`config.mk`:
```
export PLATFORM = sky130hd
export DESIGN_NAME = adc_link_ctrl
export DESIGN_NICKNAME = d
export VERILOG_FILES = /design/src/rtl/adc_link_pkg.sv /design/src/rtl/adc_sclk_gen.sv /design/src/rtl/adc_cmd_ser.sv /design/src/rtl/adc_res_des.sv /design/src/rtl/adc_link_ctrl.sv
export SDC_FILE = /design/constraint.sdc
export NUM_CORES = 1
export LEC_CHECK = 0
export CAP_MARGIN = 20
export CORE_ASPECT_RATIO = 1.2
export CORE_UTILIZATION = 52
export CTS_BUF_LIST = sky130_fd_sc_hd__clkbuf_2 sky130_fd_sc_hd__clkbuf_4 sky130_fd_sc_hd__clkbuf_8
export DETAILED_ROUTE_END_ITERATION = 12
export GPL_TIMING_DRIVEN = 1
export PLACE_DENSITY = 0.75
export SLEW_MARGIN = 15
export SYNTH_ARGS = -nofsm -noshare
export SYNTH_HDL_FRONTEND = slang
export SYNTH_SLANG_ARGS = --single-unit
```
`constraint.sdc`:
```
create_clock -name clk -period 2.2 [get_ports clk]
set_input_delay 0.55 -clock clk [delete_from_list [all_inputs] [get_ports clk]]
set_output_delay 0.55 -clock clk [all_outputs]
set_load 0.005 [all_outputs]
```
`src/rtl/adc_link_pkg.sv`:
```
package adc_link_pkg;
  typedef enum logic [1:0] {
    ST_IDLE  = 2'd0,
    ST_XFER  = 2'd1,
    ST_GUARD = 2'd2
  } link_state_e;

  localparam int CMD_BITS  = 4;
  localparam int NULL_BITS = 2;
endpackage

```
`src/rtl/adc_sclk_gen.sv`:
```
module adc_sclk_gen #(
  parameter int SCLK_DIV = 4
) (
  input  logic clk,
  input  logic rst,
  input  logic run,
  output logic sclk,
  output logic rise_tick,
  output logic fall_tick
);
  localparam int HALF = SCLK_DIV / 2;
  localparam int CW   = $clog2(HALF + 1);

  logic [CW-1:0] cnt;
  logic          phase_end;

  assign phase_end = (cnt == CW'(HALF - 1));
  assign rise_tick = run & phase_end & ~sclk;
  assign fall_tick = run & phase_end & sclk;

  always_ff @(posedge clk) begin
    if (rst || !run) begin
      cnt  <= '0;
      sclk <= 1'b0;
    end else if (phase_end) begin
      cnt  <= '0;
      sclk <= ~sclk;
    end else begin
      cnt  <= cnt + 1'b1;
    end
  end
endmodule

```
`src/rtl/adc_cmd_ser.sv`:
```
module adc_cmd_ser #(
  parameter int W = 4
) (
  input  logic         clk,
  input  logic         rst,
  input  logic         load,
  input  logic [W-1:0] load_word,
  input  logic         shift,
  output logic         din
);
  logic [W-1:0] sr;

  assign din = sr[W-1];

  always_ff @(posedge clk) begin
    if (rst) begin
      sr <= '0;
    end else if (load) begin
      sr <= load_word;
    end else if (shift) begin
      sr <= {sr[W-2:0], 1'b0};
    end
  end
endmodule

```
`src/rtl/adc_res_des.sv`:
```
module adc_res_des #(
  parameter int W = 8
) (
  input  logic         clk,
  input  logic         rst,
  input  logic         clr,
  input  logic         cap,
  input  logic         bit_in,
  output logic [W-1:0] word
);
  always_ff @(posedge clk) begin
    if (rst || clr) begin
      word <= '0;
    end else if (cap) begin
      word <= {word[W-2:0], bit_in};
    end
  end
endmodule

```
`src/rtl/adc_link_ctrl.sv`:
```
module adc_link_ctrl
  import adc_link_pkg::*;
#(
  parameter int SCLK_DIV = 4,
  parameter int RES_W    = 8
) (
  input  logic             clk,
  input  logic             rst,
  input  logic             req_valid,
  input  logic             req_single,
  input  logic             req_odd,
  output logic             busy,
  output logic             res_valid,
  output logic [RES_W-1:0] res_data,
  output logic             adc_cs_n,
  output logic             adc_sclk,
  output logic             adc_din,
  input  logic             adc_dout
);
  localparam int TOTAL_EDGES = CMD_BITS + NULL_BITS + RES_W;
  localparam int FIRST_CAP   = CMD_BITS + NULL_BITS;
  localparam int EW          = $clog2(TOTAL_EDGES + 1);
  localparam int GW          = $clog2(SCLK_DIV + 1);

  link_state_e      state;
  logic [EW-1:0]    edge_cnt;
  logic [GW-1:0]    guard_cnt;
  logic             run;
  logic             rise_tick;
  logic             fall_tick;
  logic             start;
  logic             cap;
  logic             last_fall;
  logic [RES_W-1:0] shift_word;
  logic [CMD_BITS-1:0] cmd_word;

  assign run       = (state == ST_XFER);
  assign start     = (state == ST_IDLE) && req_valid;
  assign cap       = rise_tick && (edge_cnt >= EW'(FIRST_CAP));
  assign last_fall = fall_tick && (edge_cnt == EW'(TOTAL_EDGES));
  assign cmd_word  = {1'b1, req_single, req_odd, 1'b0};

  adc_sclk_gen #(.SCLK_DIV(SCLK_DIV)) u_clk (
    .clk       (clk),
    .rst       (rst),
    .run       (run),
    .sclk      (adc_sclk),
    .rise_tick (rise_tick),
    .fall_tick (fall_tick)
  );

  adc_cmd_ser #(.W(CMD_BITS)) u_cmd (
    .clk       (clk),
    .rst       (rst),
    .load      (start),
    .load_word (cmd_word),
    .shift     (fall_tick),
    .din       (adc_din)
  );

  adc_res_des #(.W(RES_W)) u_res (
    .clk    (clk),
    .rst    (rst),
    .clr    (start),
    .cap    (cap),
    .bit_in (adc_dout),
    .word   (shift_word)
  );

  always_ff @(posedge clk) begin
    if (rst) begin
      state     <= ST_IDLE;
      adc_cs_n  <= 1'b1;
      busy      <= 1'b0;
      res_valid <= 1'b0;
      res_data  <= '0;
      edge_cnt  <= '0;
      guard_cnt <= '0;
    end else begin
      res_valid <= 1'b0;
      case (state)
        ST_IDLE: begin
          if (req_valid) begin
            adc_cs_n <= 1'b0;
            busy     <= 1'b1;
            edge_cnt <= '0;
            state    <= ST_XFER;
          end
        end
        ST_XFER: begin
          if (rise_tick) edge_cnt <= edge_cnt + 1'b1;
          if (last_fall) begin
            adc_cs_n  <= 1'b1;
            res_valid <= 1'b1;
            res_data  <= shift_word;
            guard_cnt <= '0;
            state     <= ST_GUARD;
          end
        end
        ST_GUARD: begin
          if (guard_cnt == GW'(SCLK_DIV - 1)) begin
            busy  <= 1'b0;
            state <= ST_IDLE;
          end else begin
            guard_cnt <= guard_cnt + 1'b1;
          end
        end
        default: state <= ST_IDLE;
      endcase
    end
  end
endmodule

```
After elaboration in Yosys (flattened, before gate mapping)
Cells that the tools add are included.
{"block": "op_classes", "n_addsub": 3, "n_lt_le_gt_ge": 1, "eq_ne": 10, "mux": 19, "n_bitwise": 5, "reduce_logical": 19}
{"operator": "2-to-1 mux 4 bit", "n": 4}
{"operator": "AND reduction 3 bit", "n": 5}
{"operator": "inequality test 2 bit (second input constant)", "n": 5}
{"operator": "case mux 4 bit (2 select lines)", "n": 1}
{"operator": "nonzero test 2 bit", "n": 4}
{"operator": "2-to-1 mux 2 bit", "n": 3}
{"operator": "2-to-1 mux 3 bit", "n": 2}
{"operator": "case mux 2 bit (3 select lines)", "n": 1}
{"operator": "case mux 3 bit (2 select lines)", "n": 1}
{"operator": "2-to-1 mux 1 bit", "n": 5}
{"operator": "adder 4 x 1 -> 4 bit (second input constant)", "n": 1}
{"operator": "equality test 2 x 1 -> 1 bit (second input constant)", "n": 2}
{"operator": "equality test 4 bit (second input constant)", "n": 1}
{"operator": ">= comparator 4 x 3 -> 1 bit (second input constant)", "n": 1}
{"operator": "case mux 1 bit (2 select lines)", "n": 2}
{"operator": "OR reduction 2 bit", "n": 2}
{"operator": "adder 3 x 1 -> 3 bit (second input constant)", "n": 1}
{"operator": "AND 1 bit", "n": 3}
{"operator": "equality test 3 x 2 -> 1 bit (second input constant)", "n": 1}
{"operator": "logical AND 1 bit", "n": 3}
{"operator": "adder 2 x 1 -> 2 bit (second input constant)", "n": 1}
{"operator": "equality test 2 bit (second input constant)", "n": 1}
{"operator": "logical NOT 2 bit", "n": 1}
{"operator": "logical OR 1 bit", "n": 2}
{"operator": "other kinds (3)", "n": 4}
{"block": "word_totals", "reg_bits": 34, "input_bits": 6, "out_inout_bits": 13, "word_cells": 68}

Depth between registers and ports, before layout
{"block": "depth", "ltp_word": 6, "depth_mapped": 6, "mapped_depth_nobuf": 5}

Hierarchy
Synthesis repeated with hierarchy kept, for this count alone.
{"block": "unflattened", "cells_unflattened": 169, "hier_area_um2": 1545.2}
{"module": "adc_link_ctrl", "instances": 1, "cells_per_inst": 112, "area_per_inst_um2": 957.2}
{"module": "adc_res_des", "instances": 1, "cells_per_inst": 27, "area_per_inst_um2": 295.3}
{"module": "adc_cmd_ser", "instances": 1, "cells_per_inst": 17, "area_per_inst_um2": 172.7}
{"module": "adc_sclk_gen", "instances": 1, "cells_per_inst": 13, "area_per_inst_um2": 120.1}

Least setup slack after synthesis
No wires, ideal clock.
{"block": "synth_path", "path_type": "register -> register", "startpoint": "register edge_cnt[0]", "endpoint": "register guard_cnt[2]", "t_arrival_ns": 1.489, "setup_slack_ns": 0.590, "stages_incl_launch_ff": 7, "path_buffers": 1, "cell_sequence": "dfxtp_1 > inv_1 > ha_1 > and3_1 > buf_2 > a2bb2oi_2 > mux2_2"}
{"block": "synth_between", "elab_chain_len": 4}
{"element": "from (decl)", "line": "adc_link_ctrl.sv:26", "source": "logic [EW-1:0] edge_cnt;"}
{"element": "from (signal assigned)", "line": "adc_link_ctrl.sv:91", "source": "if (rise_tick) edge_cnt <= edge_cnt + 1'b1;"}
{"element": "equality test 4 bit", "line": "adc_link_ctrl.sv:40", "source": "assign last_fall = fall_tick && (edge_cnt == EW'(TOTAL_EDGES));"}
{"element": "logical AND 1 bit", "line": "adc_link_ctrl.sv:40"}
{"element": "inequality test 2 bit (no line)"}
{"element": "AND reduction 3 bit (no line)"}
{"element": "to (signal assigned)", "line": "adc_link_ctrl.sv:105", "source": "guard_cnt <= guard_cnt + 1'b1;"}
{"element": "to (decl)", "line": "adc_link_ctrl.sv:27", "source": "logic [GW-1:0] guard_cnt;"}
Every way passes these cells.
A chain may end at the register's enable or synchronous reset.

Worst setup path in the final report
{"block": "layout_path", "startpoint": "register u_clk.sclk", "endpoint": "output adc_sclk"}
{"element": "from (decl)", "line": "adc_sclk_gen.sv:7", "source": "output logic sclk,"}
{"element": "from (signal assigned)", "line": "adc_sclk_gen.sv:27", "source": "sclk <= ~sclk;"}
{"element": "to (decl)", "line": "adc_link_ctrl.sv:16", "source": "output logic adc_sclk,"}
No word-level cell between the ends.

==> impl_metrics.xml <==
<?xml version="1.0" encoding="UTF-8"?>
<metrics>
  <group name="floorplan">
    <metric name="floorplan.initialDensity" unit="%">56.2</metric>
    <metric name="chipWidth" unit="microns">50.4</metric>
    <metric name="core_region_area" unit="sq um">2600</metric>
    <metric name="top_level_ports" unit="">19</metric>
    <metric name="chipHeight" unit="microns">60.1</metric>
    <metric name="fp-row-count" unit="">20</metric>
    <metric name="fp.dieArea" unit="sq um">3030</metric>
  </group>
  <group name="clock_network">
    <metric name="worst_path_clk_slew" unit="ns">0.10</metric>
    <metric name="post-cts-setup-buffer-count" unit="">0</metric>
    <metric name="cts_tree" unit="">built</metric>
    <metric name="htreeDepth" unit="">2</metric>
    <metric name="ctsResizeCount" unit="">0</metric>
    <metric name="ctsRootBufferMaster" unit="">sky130_fd_sc_hd__clkbuf_4</metric>
    <metric name="clock_path_buffers" unit="">2</metric>
    <metric name="numClockSinks" unit="">34</metric>
    <metric name="hold_buffers" unit="">0</metric>
    <metric name="clk_latency" unit="ns">0.34</metric>
    <metric name="cts_made_buffers" unit="">5</metric>
  </group>
  <group name="drt">
    <metric name="route.detailed.drc" unit="">0</metric>
    <metric name="drt_pass1_iterations" unit="">4</metric>
    <metric name="dr.first_iter.drc_count" unit="">49</metric>
    <metric name="detail_route.wirelength" unit="microns">2970</metric>
    <metric name="drt.antenna.violating_nets" unit="">0</metric>
    <metric name="route.detailed.wl_per_inst" unit="microns">14.3</metric>
    <metric name="via_total_after_detailed_routing" unit="">1179</metric>
    <metric name="via_per_inst" unit="">5.67</metric>
  </group>
  <group name="finish">
    <metric name="finalNetCount" unit="">185</metric>
    <metric name="antennaDiodeCount" unit="">0</metric>
    <metric name="most_common_library_cell_in_the_layout_ignoring_fill_and_taps" unit="">sky130_fd_sc_hd__dfxtp_1</metric>
    <metric name="fillerInstances" unit="">222</metric>
    <metric name="layout-drive-gt1-share" unit="%">10.9</metric>
    <metric name="layout_stage_area_growth_over_the_synthesis_result" unit="%">21.6</metric>
    <metric name="mostFrequentLayoutCells" unit="">34 x sky130_fd_sc_hd__dfxtp_1, 23 x sky130_fd_sc_hd__nand3_1, 18 x sky130_fd_sc_hd__clkdlybuf4s50_1</metric>
    <metric name="fin_area" unit="sq um">1780</metric>
  </group>
  <group name="placed_design">
    <metric name="gp_congestion" unit="">0.882</metric>
    <metric name="hpwl" unit="microns">2050</metric>
    <metric name="place_worst_setup_slack" unit="ns">0.122</metric>
    <metric name="buffer_ports.inserted" unit="">18</metric>
    <metric name="postPlaceCellArea" unit="sq um">1670</metric>
  </group>
  <group name="yosys">
    <metric name="syn-num-nets" unit="">167</metric>
    <metric name="ys.warnings.count" unit="">0</metric>
    <metric name="synth.yosys.seq_area_share" unit="%">46.5</metric>
    <metric name="synthCells" unit="">156</metric>
    <metric name="synthesized_flop_and_latch_total" unit="">34</metric>
    <metric name="synthDistinctLibCells" unit="">38</metric>
    <metric name="postSynthAreaPerCell" unit="sq um">9.38</metric>
    <metric name="synth_area" unit="sq um">1460</metric>
  </group>
  <group name="timing">
    <metric name="rsz_0062_raised_after_global_routing" unit="">false</metric>
    <metric name="report.final.setup_viol" unit="">0</metric>
    <metric name="tns" unit="ns">0</metric>
    <metric name="final_period_minus_worst_setup_slack" unit="ns">1.83</metric>
    <metric name="timing.final.crit_share" unit="%">83.1</metric>
    <metric name="f_max" unit="MHz">547</metric>
    <metric name="fin_skew" unit="ns">0.00786</metric>
    <metric name="timing.max_slew.rel_slack" unit="%">63.5</metric>
    <metric name="timing_max_transition_violations_final" unit="">0</metric>
    <metric name="count_of_final_hold_check_violations" unit="">0</metric>
    <metric name="worstMarginPinSlew" unit="ns">0.545</metric>
    <metric name="layout_setup_ws" unit="ns">0.371</metric>
  </group>
  <group name="power_and_ir_drop">
    <metric name="power.static_leakage" unit="nW">0.612</metric>
    <metric name="ir_drop" unit="V">0.000607</metric>
    <metric name="powerDensity" unit="nW/um^2">743</metric>
  </group>
  <group name="setup_path">
    <metric name="flop_to_flop_setup_slack" unit="ns">0.42</metric>
    <metric name="critical_path.reg2reg.startpoint" unit="">edge_cnt[0]</metric>
    <metric name="endpoint_of_the_lowest_slack_register_to_register_path" unit="">guard_cnt[2]</metric>
    <metric name="critical-path-slowest-cell" unit="">sky130_fd_sc_hd__clkdlybuf4s50_1</metric>
    <metric name="criticalPathCategory" unit="">flop to primary output</metric>
    <metric name="timing.critical_path.slowest_cell_delay" unit="ns">0.53</metric>
    <metric name="cp.buffers_inverters" unit="">1</metric>
    <metric name="worst_r2r_path_depth" unit="">5</metric>
    <metric name="crit_path_cell_trace" unit="">clkdlybuf4s50_1</metric>
    <metric name="crit_path_end_kind" unit="">primary output</metric>
    <metric name="critical-path-top-delay-family" unit="">buffers and inverters</metric>
    <metric name="crit_fanout" unit="">5</metric>
    <metric name="critPathRequiredTime" unit="ns">1.65</metric>
    <metric name="critical_path.startpoint_type" unit="">flop</metric>
    <metric name="arr_time_crit_path" unit="ns">1.28</metric>
  </group>
  <group name="global_route">
    <metric name="antenna_found_initial" unit="">0</metric>
    <metric name="grt_first_pass_wirelength" unit="microns">4890</metric>
    <metric name="grt_max_degree" unit="">20</metric>
    <metric name="groute.usage.overall" unit="%">21.9</metric>
    <metric name="grt_overflow_total" unit="">0</metric>
    <metric name="vias_in_the_first_global_route" unit="">1096</metric>
  </group>
  <group name="job">
    <metric name="max_cap_violations" unit="">0</metric>
  </group>
  <group name="worst_hold_path">
    <metric name="hold_class" unit="">flop to flop</metric>
    <metric name="hold_path_depth" unit="">1</metric>
    <metric name="hold_end" unit="">u_clk.cnt[0]</metric>
    <metric name="timing.hold.worst.start" unit="">u_clk.cnt[0]</metric>
  </group>
  <group name="run_status">
    <metric name="status" unit="">completed</metric>
  </group>
</metrics>
==> Yosys cell counts, drive strengths merged <==
library cell  instances  area, sq um
clkbuf                5         18.8
xnor2                 1         8.76
nand3b                2         15.0
buf                   6         28.8
or3                   1         6.26
nor4                  3         18.8
and3                  1         6.26
nor3b                 1         7.51
a31oi                 1         6.26
nor3                  3         15.0
o21ai                11         55.1
a31o                  1         8.76
or3b                  2         17.5
mux2i                11          110
a21o                  1         7.51
mux2                  1         11.3
nand4b                1         8.76
nand4bb               1         11.3
a211o                 2         17.5
nand3                23          115
nor2b                 1         6.26
nand2                 6         22.5
a2bb2oi               1         15.0
inv                   6         22.5
a21boi                1         7.51
a311oi                1         15.0
o21bai                1         7.51
dfxtp                34          681
and4b                 1         10.0
ha                    5         62.6
nor2                  3         11.3
a21oi                16         95.1
nand2b                2         12.5
==> worst max path at each step <==
stage                      startpoint             to  slack, ns  cells past startpoint
after global routing       u_clk.sclk       adc_sclk       0.30                      1
after floorplan           edge_cnt[0]   guard_cnt[2]       0.59                      6
after global placement      req_valid  u_res.word[5]       0.15                      5
after detailed placement    req_valid  u_res.word[5]       0.12                      5
final                      u_clk.sclk       adc_sclk       0.37                      1
after CTS                  u_clk.sclk       adc_sclk       0.36                      1
==> where the power goes <==
| part | switching, W | total (W) | internal [W] |
|---|---|---|---|
| combinational | 0.0000425 | 0.0000821 | 0.0000396 |
| sequential | 0.00000958 | 0.000637 | 0.000628 |
| clock | 0.000217 | 0.000602 | 0.000385 |
| total | 0.000270 | 0.00132 | 0.00105 |
==> flip-flops by register name (all words and copies together) (netlist names) <==
| name | flops |
|---|---|
| u_clk.cnt | 2 |
| guard_cnt | 3 |
| busy | 1 |
| u_clk.sclk | 1 |
| res_data | 8 |
| res_valid | 1 |
| edge_cnt | 4 |
| state | 2 |
| adc_cs_n | 1 |
| u_res.word | 8 |
| u_cmd.sr | 3 |
==> per-layer routing <==
metal / vias up / routed length (microns) / part of all wire [%] / global-route usage [%]
li1: 599 / - / - / -
met1: 555 / 1360 / 46 / 26.2
met2: 20 / 1450 / 49 / 36.8
met3: 5 / 101 / 3.4 / 6.87
met4: 0 / 53 / 1.8 / 8.33
met5: - / 0 / 0 / 0
==> cell type report <==
| cell class | instances | area [sq um] | area share (%) |
|---|---|---|---|
| Clock inverter | 2 | 60.1 | 3.38 |
| Clock buffer | 6 | 51.3 | 2.89 |
| Inverter | 6 | 22.5 | 1.27 |
| Multi-Input combinational cell | 105 | 712 | 40.0 |
| Timing Repair Buffer | 22 | 210 | 11.8 |
| Tap cell | 33 | 41.3 | 2.32 |
| Sequential cell | 34 | 681 | 38.3 |
==> stage by stage <==
stage	instances	utilization (%)	hold slack, ns	total power (W)
CTS	208	68.3	0.440	0.00133
global route	208	68.3	0.463	0.00136
global placement	200	64.0	0.415	0.000730
finish	208	68.3	0.437	0.00132
floorplan	156	-	0.407	0.000699
detailed placement	200	64.0	0.425	0.000733
==> kinds of logic (layout without fill, tap and decap cells) <==
| family | count (synthesis) | after routing | share of synthesized area [%] |
|---|---|---|---|
| xor gates and xnor gates | 1 | 1 | 0.599 |
| buffers and inverters | 17 | 36 | 4.79 |
| muxes | 12 | 12 | 8.30 |
| AOI/OAI and AO/OA | 36 | 36 | 16.1 |
| and+or+nand+nor | 51 | 51 | 19.4 |
| DFF | 34 | 34 | 46.5 |
| adders and majority gates | 5 | 5 | 4.28 |
No activity file was read; power rests on OpenSTA's default activity.
